### src/rtl/dmaq_pkg.sv
// Package for the DMA queue controller.
// Holds the state codes that software reads back, the register offsets
// and bit positions that software decodes, and the control-word type.
package dmaq_pkg;

    typedef enum logic [3:0] {
        Q_IDLE  = 4'd0,
        Q_RUN   = 4'd1,
        Q_CPL   = 4'd2,
        Q_PAUSE = 4'd3,
        Q_HALT  = 4'd4,
        Q_ABORT = 4'd5,
        Q_WAIT  = 4'd6,
        Q_FLUSH = 4'd7
    } qstate_e;

    localparam int OFS_SQ_TAIL = 'h0C;
    localparam int OFS_CQ_HEAD = 'h1C;
    localparam int OFS_CTRL    = 'h20;
    localparam int OFS_QRST    = 'h24;
    localparam int OFS_STAT    = 'h30;

    localparam int BIT_EN      = 0;
    localparam int BIT_ABORT   = 2;
    localparam int BIT_PAUSE   = 4;
    localparam int BIT_REMOTE  = 24;
    localparam int BIT_QRST    = 0;

    typedef struct packed {
        logic remote;
        logic pause;
        logic abort_en;
        logic en;
    } qctrl_t;

endpackage

### src/rtl/dmaq_regs.sv
// Control register and pointer storage for one DMA queue.
// Assumes one write per cycle. A queue reset request stays pending
// until the state machine reports the end of the flush. Pointers are
// held at zero for as long as the reset is pending.
module dmaq_regs
    import dmaq_pkg::*;
#(
    parameter int ADDR_W = 8,
    parameter int DATA_W = 32,
    parameter int PTR_W  = 10
) (
    input  logic              clk,
    input  logic              rst_n,
    input  logic              wr,
    input  logic [ADDR_W-1:0] addr,
    input  logic [DATA_W-1:0] wdata,
    input  logic              flush_done,
    output qctrl_t            ctrl,
    output logic              rst_pend,
    output logic [PTR_W-1:0]  sq_tail,
    output logic [PTR_W-1:0]  cq_head
);

    localparam logic [ADDR_W-1:0] A_SQ   = ADDR_W'(OFS_SQ_TAIL);
    localparam logic [ADDR_W-1:0] A_CQ   = ADDR_W'(OFS_CQ_HEAD);
    localparam logic [ADDR_W-1:0] A_CTRL = ADDR_W'(OFS_CTRL);
    localparam logic [ADDR_W-1:0] A_QRST = ADDR_W'(OFS_QRST);

    // Control word: capture the four defined fields on a write.
    always_ff @(posedge clk) begin
        if (!rst_n) begin
            ctrl <= '0;
        end else if (wr && addr == A_CTRL) begin
            ctrl.en       <= wdata[BIT_EN];
            ctrl.abort_en <= wdata[BIT_ABORT];
            ctrl.pause    <= wdata[BIT_PAUSE];
            ctrl.remote   <= wdata[BIT_REMOTE];
        end
    end

    // Reset request: set by a write of 1, cleared when the flush ends.
    always_ff @(posedge clk) begin
        if (!rst_n) begin
            rst_pend <= 1'b0;
        end else if (flush_done) begin
            rst_pend <= 1'b0;
        end else if (wr && addr == A_QRST && wdata[BIT_QRST]) begin
            rst_pend <= 1'b1;
        end
    end

    // Ring pointers: writable, forced to zero while a reset is pending.
    always_ff @(posedge clk) begin
        if (!rst_n || rst_pend) begin
            sq_tail <= '0;
            cq_head <= '0;
        end else if (wr) begin
            if (addr == A_SQ) sq_tail <= wdata[PTR_W-1:0];
            if (addr == A_CQ) cq_head <= wdata[PTR_W-1:0];
        end
    end

    assert_ptr_cleared_R8: assert property (@(posedge clk) disable iff (!rst_n)
        rst_pend |=> (sq_tail == '0 && cq_head == '0));

    assert_ptr_write_R9: assert property (@(posedge clk) disable iff (!rst_n)
        (wr && addr == A_SQ && !rst_pend) |=> sq_tail == $past(wdata[PTR_W-1:0]));

    assert_qrst_seen_R8: assert property (@(posedge clk) disable iff (!rst_n)
        (wr && addr == A_QRST && wdata[BIT_QRST] && !flush_done) |=> rst_pend);

endmodule

### src/rtl/dmaq_fsm.sv
// Run-state machine for one DMA queue.
// Assumes eng_done is a one-cycle pulse and eng_err is valid with it.
// A pending queue reset overrides every state. The flush state lasts
// FLUSH_CYC cycles and then returns to IDLE.
module dmaq_fsm
    import dmaq_pkg::*;
#(
    parameter int FLUSH_CYC = 4
) (
    input  logic    clk,
    input  logic    rst_n,
    input  qctrl_t  ctrl,
    input  logic    rst_pend,
    input  logic    eng_pending,
    input  logic    eng_busy,
    input  logic    eng_done,
    input  logic    eng_err,
    output qstate_e state,
    output logic    flush_done,
    output logic    eng_go,
    output logic    eng_hold,
    output logic    eng_flush
);

    localparam int CW = $clog2(FLUSH_CYC + 1);

    qstate_e       nxt;
    logic [CW-1:0] cnt;
    logic          bad_end;

    // Flags a failed descriptor under the abort policy, and the flush end.
    always_comb begin
        bad_end    = eng_done && eng_err && ctrl.abort_en;
        flush_done = (state == Q_FLUSH) && (cnt == CW'(FLUSH_CYC - 1));
    end

    // Next-state selection.
    always_comb begin
        nxt = state;
        if (rst_pend && state != Q_FLUSH) begin
            nxt = Q_FLUSH;
        end else begin
            case (state)
                Q_IDLE:  if (ctrl.pause) nxt = Q_PAUSE;
                         else if (ctrl.en && eng_pending) nxt = Q_RUN;
                Q_RUN:   if (eng_done) nxt = bad_end ? Q_ABORT : Q_CPL;
                         else if (ctrl.pause || !ctrl.en)
                             nxt = eng_busy ? Q_WAIT : (ctrl.pause ? Q_PAUSE : Q_HALT);
                Q_WAIT:  if (eng_done) begin
                             if (bad_end) nxt = Q_ABORT;
                             else if (ctrl.pause) nxt = Q_PAUSE;
                             else if (!ctrl.en) nxt = Q_HALT;
                             else nxt = Q_CPL;
                         end
                Q_CPL:   if (ctrl.pause) nxt = Q_PAUSE;
                         else if (!ctrl.en) nxt = Q_HALT;
                         else nxt = eng_pending ? Q_RUN : Q_IDLE;
                Q_PAUSE: if (!ctrl.pause) nxt = Q_IDLE;
                Q_HALT:  if (ctrl.en && !ctrl.pause) nxt = Q_IDLE;
                Q_ABORT: nxt = Q_ABORT;
                Q_FLUSH: if (flush_done) nxt = Q_IDLE;
                default: nxt = Q_IDLE;
            endcase
        end
    end

    // State register.
    always_ff @(posedge clk) begin
        if (!rst_n) state <= Q_IDLE;
        else        state <= nxt;
    end

    // Flush length counter, zero outside the flush state.
    always_ff @(posedge clk) begin
        if (!rst_n || state != Q_FLUSH) cnt <= '0;
        else                            cnt <= cnt + 1'b1;
    end

    // Engine controls decoded from the state.
    always_comb begin
        eng_go    = (state == Q_RUN);
        eng_hold  = (state == Q_WAIT) || (state == Q_PAUSE) ||
                    (state == Q_HALT) || (state == Q_ABORT);
        eng_flush = (state == Q_FLUSH);
    end

    assert_abort_sticky_R5: assert property (@(posedge clk) disable iff (!rst_n)
        (state == Q_ABORT && !rst_pend) |=> state == Q_ABORT);

    assert_abort_entry_R5: assert property (@(posedge clk) disable iff (!rst_n)
        ((state == Q_RUN || state == Q_WAIT) && eng_done && eng_err &&
         ctrl.abort_en && !rst_pend) |=> state == Q_ABORT);

    assert_pause_exit_R6: assert property (@(posedge clk) disable iff (!rst_n)
        (state == Q_RUN && ctrl.pause && !eng_busy && !eng_done && !rst_pend)
        |=> state == Q_PAUSE);

    assert_flush_end_R8: assert property (@(posedge clk) disable iff (!rst_n)
        flush_done |=> state == Q_IDLE);

endmodule

### src/rtl/dmaq_rdmux.sv
// Read-back multiplexer for the queue registers.
// Purely combinational. Unknown offsets and undefined bits read 0.
module dmaq_rdmux
    import dmaq_pkg::*;
#(
    parameter int ADDR_W = 8,
    parameter int DATA_W = 32,
    parameter int PTR_W  = 10
) (
    input  logic [ADDR_W-1:0] addr,
    input  qctrl_t            ctrl,
    input  logic              rst_pend,
    input  logic [PTR_W-1:0]  sq_tail,
    input  logic [PTR_W-1:0]  cq_head,
    input  qstate_e           state,
    output logic [DATA_W-1:0] rdata
);

    localparam logic [ADDR_W-1:0] A_SQ   = ADDR_W'(OFS_SQ_TAIL);
    localparam logic [ADDR_W-1:0] A_CQ   = ADDR_W'(OFS_CQ_HEAD);
    localparam logic [ADDR_W-1:0] A_CTRL = ADDR_W'(OFS_CTRL);
    localparam logic [ADDR_W-1:0] A_QRST = ADDR_W'(OFS_QRST);
    localparam logic [ADDR_W-1:0] A_STAT = ADDR_W'(OFS_STAT);

    // Select and place the addressed fields.
    always_comb begin
        rdata = '0;
        case (addr)
            A_SQ:   rdata[PTR_W-1:0] = sq_tail;
            A_CQ:   rdata[PTR_W-1:0] = cq_head;
            A_CTRL: begin
                rdata[BIT_EN]     = ctrl.en;
                rdata[BIT_ABORT]  = ctrl.abort_en;
                rdata[BIT_PAUSE]  = ctrl.pause;
                rdata[BIT_REMOTE] = ctrl.remote;
            end
            A_QRST: rdata[BIT_QRST] = rst_pend;
            A_STAT: rdata[3:0] = state;
            default: rdata = '0;
        endcase
    end

endmodule

### src/rtl/dmaq_ctrl.sv
// Top of the DMA queue controller: register storage, run-state machine
// and read-back. Assumes a single clock and a synchronous active-low
// reset. The copy engine is outside this block.
module dmaq_ctrl
    import dmaq_pkg::*;
#(
    parameter int ADDR_W    = 8,
    parameter int DATA_W    = 32,
    parameter int PTR_W     = 10,
    parameter int FLUSH_CYC = 4
) (
    input  logic              clk,
    input  logic              rst_n,
    input  logic              reg_wr,
    input  logic [ADDR_W-1:0] reg_addr,
    input  logic [DATA_W-1:0] reg_wdata,
    output logic [DATA_W-1:0] reg_rdata,
    input  logic              eng_pending,
    input  logic              eng_busy,
    input  logic              eng_done,
    input  logic              eng_err,
    output logic              eng_go,
    output logic              eng_hold,
    output logic              eng_flush,
    output logic              ring_remote,
    output logic [PTR_W-1:0]  sq_tail,
    output logic [PTR_W-1:0]  cq_head
);

    qctrl_t  ctrl;
    logic    rst_pend;
    logic    flush_done;
    qstate_e state;

    dmaq_regs #(.ADDR_W(ADDR_W), .DATA_W(DATA_W), .PTR_W(PTR_W)) u_regs (
        .clk        (clk),
        .rst_n      (rst_n),
        .wr         (reg_wr),
        .addr       (reg_addr),
        .wdata      (reg_wdata),
        .flush_done (flush_done),
        .ctrl       (ctrl),
        .rst_pend   (rst_pend),
        .sq_tail    (sq_tail),
        .cq_head    (cq_head)
    );

    dmaq_fsm #(.FLUSH_CYC(FLUSH_CYC)) u_fsm (
        .clk         (clk),
        .rst_n       (rst_n),
        .ctrl        (ctrl),
        .rst_pend    (rst_pend),
        .eng_pending (eng_pending),
        .eng_busy    (eng_busy),
        .eng_done    (eng_done),
        .eng_err     (eng_err),
        .state       (state),
        .flush_done  (flush_done),
        .eng_go      (eng_go),
        .eng_hold    (eng_hold),
        .eng_flush   (eng_flush)
    );

    dmaq_rdmux #(.ADDR_W(ADDR_W), .DATA_W(DATA_W), .PTR_W(PTR_W)) u_rdmux (
        .addr     (reg_addr),
        .ctrl     (ctrl),
        .rst_pend (rst_pend),
        .sq_tail  (sq_tail),
        .cq_head  (cq_head),
        .state    (state),
        .rdata    (reg_rdata)
    );

    // Ring side selection straight from the control word.
    always_comb ring_remote = ctrl.remote;

    assert_flush_ptrs_R8: assert property (@(posedge clk) disable iff (!rst_n)
        (state == Q_FLUSH) |-> (sq_tail == '0 && cq_head == '0));

    assert_flush_ends_reset_R8: assert property (@(posedge clk) disable iff (!rst_n)
        (state == Q_FLUSH && flush_done) |=> !rst_pend);

endmodule

### config.mk
export PLATFORM = sky130hd
export DESIGN_NAME = dmaq_ctrl
export DESIGN_NICKNAME = d
export VERILOG_FILES = /design/src/rtl/dmaq_pkg.sv /design/src/rtl/dmaq_regs.sv /design/src/rtl/dmaq_fsm.sv /design/src/rtl/dmaq_rdmux.sv /design/src/rtl/dmaq_ctrl.sv
export SDC_FILE = /design/constraint.sdc
export NUM_CORES = 1
export LEC_CHECK = 0
export BUFFER_PORTS_ARGS = -buffer_cell sky130_fd_sc_hd__buf_4
export CAP_MARGIN = 20
export CORE_UTILIZATION = 48
export DETAILED_ROUTE_END_ITERATION = 10
export PLACE_DENSITY = 0.88
export SLEW_MARGIN = 0
export SYNTH_ARGS = -nofsm -noshare
export SYNTH_HDL_FRONTEND = slang
export SYNTH_HIERARCHICAL = 1
export SYNTH_SLANG_ARGS = --single-unit
### constraint.sdc
create_clock -name clk -period 5.9 [get_ports clk]
set_input_delay 1.77 -clock clk [delete_from_list [all_inputs] [get_ports clk]]
set_output_delay 1.77 -clock clk [all_outputs]
set_load 0.05 [all_outputs]
======== Word-level counts from Yosys, hierarchy flattened ========
Cells that the tools add are included.
cells by class
  add/sub/neg operators ................... 1
  multiply operators ...................... 0
  divide/modulo/power cells ............... 0
  order comparisons ....................... 0
  equal/unequal tests ..................... 26
  shift operators ......................... 0
  multiplexer cells ....................... 26
  bitwise operators ....................... 1
  reductions and logical operators ........ 25
operator list
  operator                                       count
  two-way mux 4 bit                              13
  one-hot mux 4 bit (8 select lines)             1
  == test 8 x 6 -> 1 bit, second input constant  3
  == test 4 x 3 -> 1 bit, second input constant  4
  two-way mux 3 bit                              4
  != test 3 x 2 -> 1 bit, second input constant  4
  AND reduction 6 bit                            2
  one-hot mux 5 bit (2 select lines)             1
  logical AND 1 bit                              9
  one-hot mux 1 bit (3 select lines)             3
  == test 4 x 2 -> 1 bit, second input constant  2
  == test 8 x 4 -> 1 bit, second input constant  1
  == test 8 x 5 -> 1 bit, second input constant  1
  != test 4 x 2 -> 1 bit, second input constant  2
  logical OR 1 bit                               6
  != test 3 x 1 -> 1 bit, second input constant  2
  one-hot mux 1 bit (5 select lines)             1
  == test 4 x 1 -> 1 bit, second input constant  1
  zero test 4 bit                                1
  != test 2 x 1 -> 1 bit, second input constant  2
  != test 2 bit, second input constant           2
  != test 4 x 3 -> 1 bit, second input constant  1
  one-hot mux 1 bit (4 select lines)             1
  AND reduction 2 bit                            2
  other kinds (6)                                10
word-level totals
  register bits after elaboration ......... 32
  latch bits .............................. 0
  memory bits (writable) .................. 0
  ROM bits ................................ 0
  input port bits ......................... 47
  output and inout port bits .............. 56
  word-level logic and storage cells ...... 89
  memories ................................ 0

======== Logic depth before layout (Yosys ltp) ========
Gate-level depths: netlist (run 1).
  word-level depth ........................ 6
  gate-level depth with buffers ........... 6
  depth with buffers taken out ............ 6

======== Hierarchy ========
The synthesis (run 1) kept the hierarchy.
by module, submodules not included
  module      instances  cells an instance  area an instance (sq um)  seq. area each (sq um)
  dmaq_regs   1          105                1016.0                    500.5
  dmaq_fsm    1          63                 518.0                     120.1
  dmaq_rdmux  1          52                 425.4                     0.0

======== Least setup slack after synthesis (run 1) ========
Ideal clock, no wire load.
  path kind ............................... input-to-output
  from .................................... in reg_addr[1]
  to ...................................... out reg_rdata[1]
  arrival time ............................ 3.240 ns
  required time ........................... 4.130 ns
  slack ................................... 0.890 ns
  cell stages on the path ................. 3
  path buffers ............................ 0
  cell sequence ........................... or4_4 > nor4_4 > a221o_1
on the way
  cells in the longest elaborated chain, start to end .. 2
  elaborated cells on any way between the ends .. 4
  classes of those cells .................. eq/ne (3); mux (1)
ends and longest elaborated chain
  element                                               RTL line          source
  from (decl)                                           dmaq_ctrl.sv:15   input logic [ADDR_W-1:0] reg_addr,
  == test 8 x 6 -> 1 bit, or another cell as far along  dmaq_rdmux.sv:28  case (addr)
  one-hot mux 1 bit (3 select lines) (*)                dmaq_rdmux.sv:28
  to (decl)                                             dmaq_ctrl.sv:17   output logic [DATA_W-1:0] reg_rdata,
Mark *: on every way between the ends. The rest lies on a longest branch, timed or not.

======== Worst setup path in the final report (run 1) ========
Same ends and word-level chain as after synthesis.

==> summary.txt, run 1 <==
Run status
  • Outcome: complete, no violations

Clocking
  • Hold buffer count at cts: 0
  • H-tree levels: 2
  • CTS Buffer Depth: 2
  • Post-CTS setup repair buffer count: 0
  • CTS tree: yes
  • CTS Buf Count: 5
  • Clock Sinks: 31
  • CTS Root Cell: clkbuf_8
  • PostCTS Resize Cnt: 0
  • Clock Latency Late Sink: 0.28 ns
  • Clock-pin slew on the worst setup and hold paths: 0.06 ns

STA
  • Max_slew headroom: 0.562
  • Slew of the pin with the lowest slew margin: 0.655 ns
  • Clk_skew: 0.00321 ns
  • Final setup violation count: 0
  • Setup repair after global routing missed its margin: no
  • Period minus WS final: 5.27 ns
  • Final setup TNS: 0 ns
  • Max Slew Vio Count: 0
  • Fmax: 190 MHz
  • Final Hold Violating Endpoints: 0
  • Hold WS: 0.442 ns
  • Part of the cycle the worst path needs: 0.892

Layout
  • Seq. cell area: 621 µm²
  • Multi-input gate area: 1150 µm²
  • Synth-to-Final Area Change: 24.6%
  • Antenna cells: 0
  • Number of fill cells: 317
  • Final #Nets: 325
  • Layout cells sized above 1: 0.307

Power
  • P_int: 0.377 mW
  • Switching share of power: 0.302
  • Clock Power Share: 0.381
  • Maximum VDD drop: 0.147 mV
  • Pleak: 1.17 nW
  • P per Cell Area: 221 nW/µm²
  • Comb pwr share: 0.201
  • Flop pwr share: 0.417
  • Switching power: 0.163 mW

Route
  • Detail Route Antenna Nets: 0
  • Vias: 1767
  • Drt pass-1 iters: 4
  • Per-cell routed wire length: 13.7 µm
  • Final Routed Wirelength: 4440 µm
  • Remaining DRCs: 0
  • DR iter-0 viols: 90
  • Vias/cell: 5.44

Synth
  • Main synth FF type: dfxtp_1
  • Synth top area share: 0.317
  • Yosys top cell by area: dfxtp_1
  • Sequential fraction of the synthesis area: 0.317
  • Avg Inst Size Synth: 8.91 µm²
  • Number of synthesis warnings: 6
  • Syn Inst Count: 220
  • EDFF count, synth: 0
  • Post-synthesis instance area: 1960 µm²
  • Top cells by area, synth: dfxtp_1 32%, mux2i_1 13%, buf_4 9.2%
  • Synth cell types: 58
  • Asr flop ratio synth: 0
  • Synthesized flop and latch total: 31

GRT
  • Total global routing overflow: 0
  • First-pass GRT wire length: 6910 µm
  • Pin count of the biggest net entering global routing: 31
  • GRT Util Overall: 0.209
  • Initial antenna violation count: 0
  • Number of global-route vias before repair: 1482

Placed design
  • IO buf count: 60
  • RD Place Congestion: 0.813
  • Post-DP HPWL: 3210 µm

Floorplanning
  • Row count: 22
  • Core footprint: 3800 µm²
  • Die Y: 65.9 µm
  • Die ar.: 4340 µm²
  • Initial Utilization: 0.516
  • I/O pin total: 103
  • Die W: 65.9 µm

Flow run
  • Max cap viols: 0

Min path
  • Min-delay worst type: flop to flop
  • Hold depth: 1

Worst setup path
  • R2R cell count: 5
  • CP arrival: 3.50 ns
  • CP Class: primary input to primary output
  • Req. time, crit path: 4.13 ns
  • Crit path max fanout: 10
  • CP Launch Type: primary input
  • Critical path capture point type: primary output
==> path summary, 6_finish.rpt <==
path	start	endpoint	slack, ns
hold reg to reg	u_fsm/cnt[0]	u_fsm/cnt[0]	0.44
hold / removal	u_fsm/cnt[0]	u_fsm/cnt[0]	0.44
setup / recovery	reg_addr[1]	reg_rdata[1]	0.63
setup reg to reg	u_fsm/state[2]	u_fsm/state[2]	4.21
==> through the flow <==
stage	cells	power (mW)	cell area [µm²]	setup slack, ns	utilization
2_1_floorplan	240	0.325	2030	0.890	-
3_3_place_gp	316	0.336	2320	0.659	0.610
3_5_place_dp	316	0.337	2320	0.664	0.610
4_1_cts	324	0.541	2430	0.649	0.640
5_1_grt	325	0.568	2440	0.589	0.643
6_report	325	0.541	2440	0.635	0.643
==> final cells by class <==
| class | instances | share of cell area |
|---|---|---|
| flip-flops and latches | 31 | 0.254 |
| repair buffers | 63 | 0.195 |
| inverters | 5 | 0.00769 |
| clock buffers | 5 | 0.0282 |
| multi-input cells | 170 | 0.472 |
| well taps | 48 | 0.0246 |
| clock inverters | 3 | 0.0179 |
==> registers in the layout (all words and copies together), names as in the netlist <==
signal / count
u_regs/cq_head: 10
u_fsm/state: 3
u_regs/ctrl: 4
u_regs/sq_tail: 10
u_fsm/cnt: 3
u_regs/rst_pend: 1
==> cells in the mapped netlist, drive strengths merged, types with 4 or more instances <==
cell,count
nand2,43
a22o,6
a221o,4
buf,31
inv,5
a21oi,4
and3,5
mux2i,25
dfxtp,31
nor2,7
==> power groups by stage <==
stage          clock, mW  combinational, mW  sequential [mW]
5_1_grt            0.223              0.118            0.227
4_1_cts            0.209              0.108            0.225
2_1_floorplan          0              0.103            0.222
3_5_place_dp           0              0.107            0.230
6_report           0.206              0.109            0.225
3_3_place_gp           0              0.106            0.230
==> worst max-delay path: stages <==
cell and delay, ns:
buf_4 0.12, or4_4 0.56, nor4_4 0.57, a221o_1 0.27, buf_4 0.20
==> cell usage in the layout, fill, tap and decap left out, types with 2 or more instances in the layout <==
cell type and n:
buf_4 62, nand2_1 43, dfxtp_1 31, mux2i_1 25, conb_1 22, nor2_1 7, clkbuf_8 5, and3_1 5
inv_1 5, a22o_1 5, a211o_1 3, a21oi_1 3, a221o_1 3, and4_1 3, nor4_1 2, nand2b_1 2
nor3b_1 2, o21ai_0 2, nand4_1 2, o311a_1 2, nand3_1 2, ha_1 2, and4b_1 2
==> layer usage <==
metal,vias to the layer above,global-route usage,part of all wire
met5,-,0,0
met4,0,0.0571,0.013
met3,7,0.0552,0.075
met2,76,0.327,0.49
met1,823,0.281,0.42
li1,861,-,-
==> cell families after synthesis <==
| kind of cell | after synthesis | share of synthesized area |
|---|---|---|
| buffers and inverters | 39 | 0.135 |
| AND/OR/NAND/NOR | 87 | 0.260 |
| multiplexers | 26 | 0.133 |
| flip-flops | 31 | 0.317 |
| XOR/XNOR | 1 | 0.00447 |
| AO/OA/AOI/OAI | 32 | 0.134 |
| adder cells (fa/ha/maj) | 2 | 0.0128 |
| other | 2 | 0.00383 |
Note: power is estimated with default switching activity, not from simulation.
==> run 2, diff against run 1 <==
- ABC_AREA: default -> 1
- PLACE_DENSITY: 0.88 -> 0.87
==> run 2 against run 1 <==
Against the previous run: setup slack better by 0.68 ns; largest cell class unchanged; final area is 5.2% higher; sequential share of layout area is 1.3 points lower; highest routed layer unchanged; largest power group unchanged.
==> summary.txt, run 2 <==
Placed design
  • RD Place Congestion: 0.917 (+13%)
  • Pre-CTS WS: 1.29 ns (+0.630 ns)
  • Post-Place Cell Area: 2470 µm² (+6.4%)
  • Post-DP HPWL: 3590 µm (+12%)
  • Placed Cells: 441 (+40%)
  • IO buf count: 60 (unchanged)

Worst setup path
  • CP Launch Type: primary input
  • Worst-path cell chain: buf_4 -> inv_1 -> nand2_2 -> nor2_2 -> buf_4 -> nand3_1 -> nand2_1 -> nor2_1 -> nand2_1 -> buf_4
  • Slowest-stage cell, CP: buf_4
  • Critical path capture point type: primary output
  • CP delay by family, top: buffers and inverters
  • Buffers plus inverters on the worst setup path: 4 (+2)
  • R2R cell count: 7 (+2)
  • Most used cell, CP: buf_4
  • CP Class: primary input to primary output
  • Largest stage delay, worst path: 0.24 ns (-0.33 ns)
  • Req. time, crit path: 4.13 ns (about the same)
  • Crit path max fanout: 20 (+10)
  • CP Depth: 10 (+5)
  • CP arrival: 2.82 ns (-0.68 ns)

Synth
  • Post-synth top cells: 86 x nand2_1, 68 x nor2_1, 47 x nand3_1, 33 x inv_1, 31 x dfxtp_1
  • Main synth FF type: dfxtp_1
  • Synth Area in Adders: 0.0120 (-0.000810)
  • Post-synthesis instance area: 2090 µm² (+6.8%)
  • Top cells by area, synth: dfxtp_1 30%, nand2_1 15%, nor2_1 12%
  • Number of synthesis warnings: 6 (unchanged)
  • Syn Inst Count: 340 (+55%)
  • Mux contribution to synthesized area: 0 (-0.133)
  • Most numerous cell in the Yosys netlist: nand2_1
  • Post-Synth XOR/XNOR Area: 0.00419 (-0.000283)
  • Post-Synth Simple-Gate Area: 0.490 (+0.231)
  • Asr flop ratio synth: 0 (unchanged)
  • Avg Inst Size Synth: 6.15 µm² (-31%)
  • Sequential fraction of the synthesis area: 0.297 (-0.0201)
  • Synth top area share: 0.297 (-0.0201)
  • Yosys top cell by area: dfxtp_1
  • Main combinational cell family by area after synthesis: simple AND/OR/NAND/NOR gates
  • Synthesized flop and latch total: 31 (unchanged)
  • Compound-cell area share of the yosys netlist: 0.0138 (-0.120)
  • Synth cell types: 24 (-59%)
  • EDFF count, synth: 0 (unchanged)

GRT
  • First-pass GRT wire length: 8030 µm (+16%)
  • Total global routing overflow: 0 (unchanged)
  • GRT Util Overall: 0.231 (+0.0224)
  • Number of global-route vias before repair: 1880 (+27%)
  • Initial antenna violation count: 0 (unchanged)
  • Pin count of the biggest net entering global routing: 21 (-32%)

Clocking
  • Clock Sinks: 31 (unchanged)
  • CTS Root Cell: clkbuf_8
  • CTS tree: yes
  • PostCTS Resize Cnt: 0 (unchanged)
  • CTS Buffer Depth: 2 (unchanged)
  • Post-CTS setup repair buffer count: 0 (unchanged)
  • CTS Buf Count: 5 (unchanged)
  • Clock Latency Late Sink: 0.28 ns (about the same)
  • H-tree levels: 2 (unchanged)
  • Clock-pin slew on the worst setup and hold paths: 0.06 ns (about the same)
  • Hold buffer count at cts: 0 (unchanged)

STA
  • Fmax: 218 MHz (+15%)
  • Clk_skew: 0.00452 ns (+0.00132 ns)
  • Final setup TNS: 0 ns (unchanged)
  • Max Slew Vio Count: 0 (unchanged)
  • Final setup violation count: 0 (unchanged)
  • Hold WS: 0.436 ns (-0.00627 ns)
  • Max_slew headroom: 0.444 (-0.118)
  • Final Hold Violating Endpoints: 0 (unchanged)
  • Final worst slack: 1.31 ns (+0.678 ns)
  • Setup repair after global routing missed its margin: no
  • Part of the cycle the worst path needs: 0.778 (-0.115)
  • Period minus WS final: 4.59 ns (-0.678 ns)
  • Slew of the pin with the lowest slew margin: 0.833 ns (+0.177 ns)

Route
  • DR iter-0 viols: 147 (+63%)
  • Detail Route Antenna Nets: 0 (unchanged)
  • Per-cell routed wire length: 10.9 µm (-20%)
  • Remaining DRCs: 0 (unchanged)
  • Vias/cell: 4.97 (-8.6%)
  • Final Routed Wirelength: 4900 µm (+10%)
  • Drt pass-1 iters: 5 (+1)
  • Vias: 2227 (+26%)

Layout
  • Final Core Density: 0.629 (-0.0140)
  • Post-route cell area: 2570 µm² (+5.2%)
  • Number of fill cells: 364 (+15%)
  • Layout cells sized above 1: 0.236 (-0.0707)
  • Antenna cells: 0 (unchanged)
  • Top Registers: u_regs/cq_head (10), u_regs/sq_tail (10), u_regs/ctrl (4)
  • Synth-to-Final Area Change: 22.8%
  • Finished Layout Cells: 448 (+38%)
  • Most frequent cells in the layout: 86 x nand2_1, 68 x nor2_1, 62 x buf_4
  • Final #Nets: 447 (+38%)
  • Commonest non-fill, non-tap cell in the layout: nand2_1

Power
  • Maximum VDD drop: 0.152 mV (+3.2%)
  • Pleak: 1.33 nW (+14%)
  • Total Power: 0.679 mW (+26%)
  • P per Cell Area: 264 nW/µm² (+19%)

Floorplanning
  • Die Y: 68.0 µm (+3.2%)
  • Core footprint: 4090 µm² (+7.6%)
  • Row count: 23 (+4.5%)
  • Initial Utilization: 0.512 (-0.00387)
  • Die ar.: 4630 µm² (+6.6%)
  • I/O pin total: 103 (unchanged)
  • Die W: 68.0 µm (+3.2%)

Flow run
  • Max cap viols: 0 (unchanged)

Min path
  • Min-delay worst type: flop to flop
  • Hold depth: 1 (unchanged)

Run status
  • Outcome: complete, no violations
## run 2: routing by layer
metal  share of wire  global-route usage
met1            0.43               0.289
met2            0.47               0.376
met3           0.076              0.0483
met4           0.021               0.109
met5               0                   0
## run 2: path summary, 6_finish.rpt
| check | endpoint | slack (ns) | startpoint |
|---|---|---|---|
| worst min register to register | u_fsm/cnt[0] | 0.44 | u_fsm/cnt[0] |
| worst max register to register | u_fsm/state[0] | 4.45 | u_fsm/state[1] |
| worst min-delay path | u_fsm/cnt[0] | 0.44 | u_fsm/cnt[0] |
| worst max-delay path | reg_rdata[0] | 1.31 | reg_addr[1] |
## run 2: report_power, final
group	total [mW]	leakage [nW]	switching, mW	internal [mW]
combinational	0.235	1.03	0.164	0.0719
clock	0.197	0.0513	0.0731	0.124
sequential	0.247	0.250	0.0264	0.220
## run 2: area by class of cell
type / instances / area (µm²) / share of cell area
Clock inverter: 1 / 30.0 / 0.0117
Clock buffer: 6 / 72.6 / 0.0283
Inverter: 39 / 146 / 0.0570
Timing Repair Buffer: 62 / 465 / 0.181
Sequential cell: 31 / 621 / 0.242
Tap cell: 50 / 62.6 / 0.0244
Multi-Input combinational cell: 259 / 1170 / 0.456
## run 2: kinds of logic after synthesis
group | Yosys count
AOI/OAI and AO/OA | 5
buffers and inverters | 70
and+or+nand+nor | 229
xor gates and xnor gates | 1
other | 2
adders and majority gates | 2
DFF | 31
## run 2: worst reg2reg max path: stages (launching register included)
cell	delay, ns
dfxtp_1	0.58
nand3_2	0.20
nand2_1	0.19
nand2_1	0.09
nand2_2	0.12
nand2_1	0.06
nand2_1	0.06
nor2_1	0.04
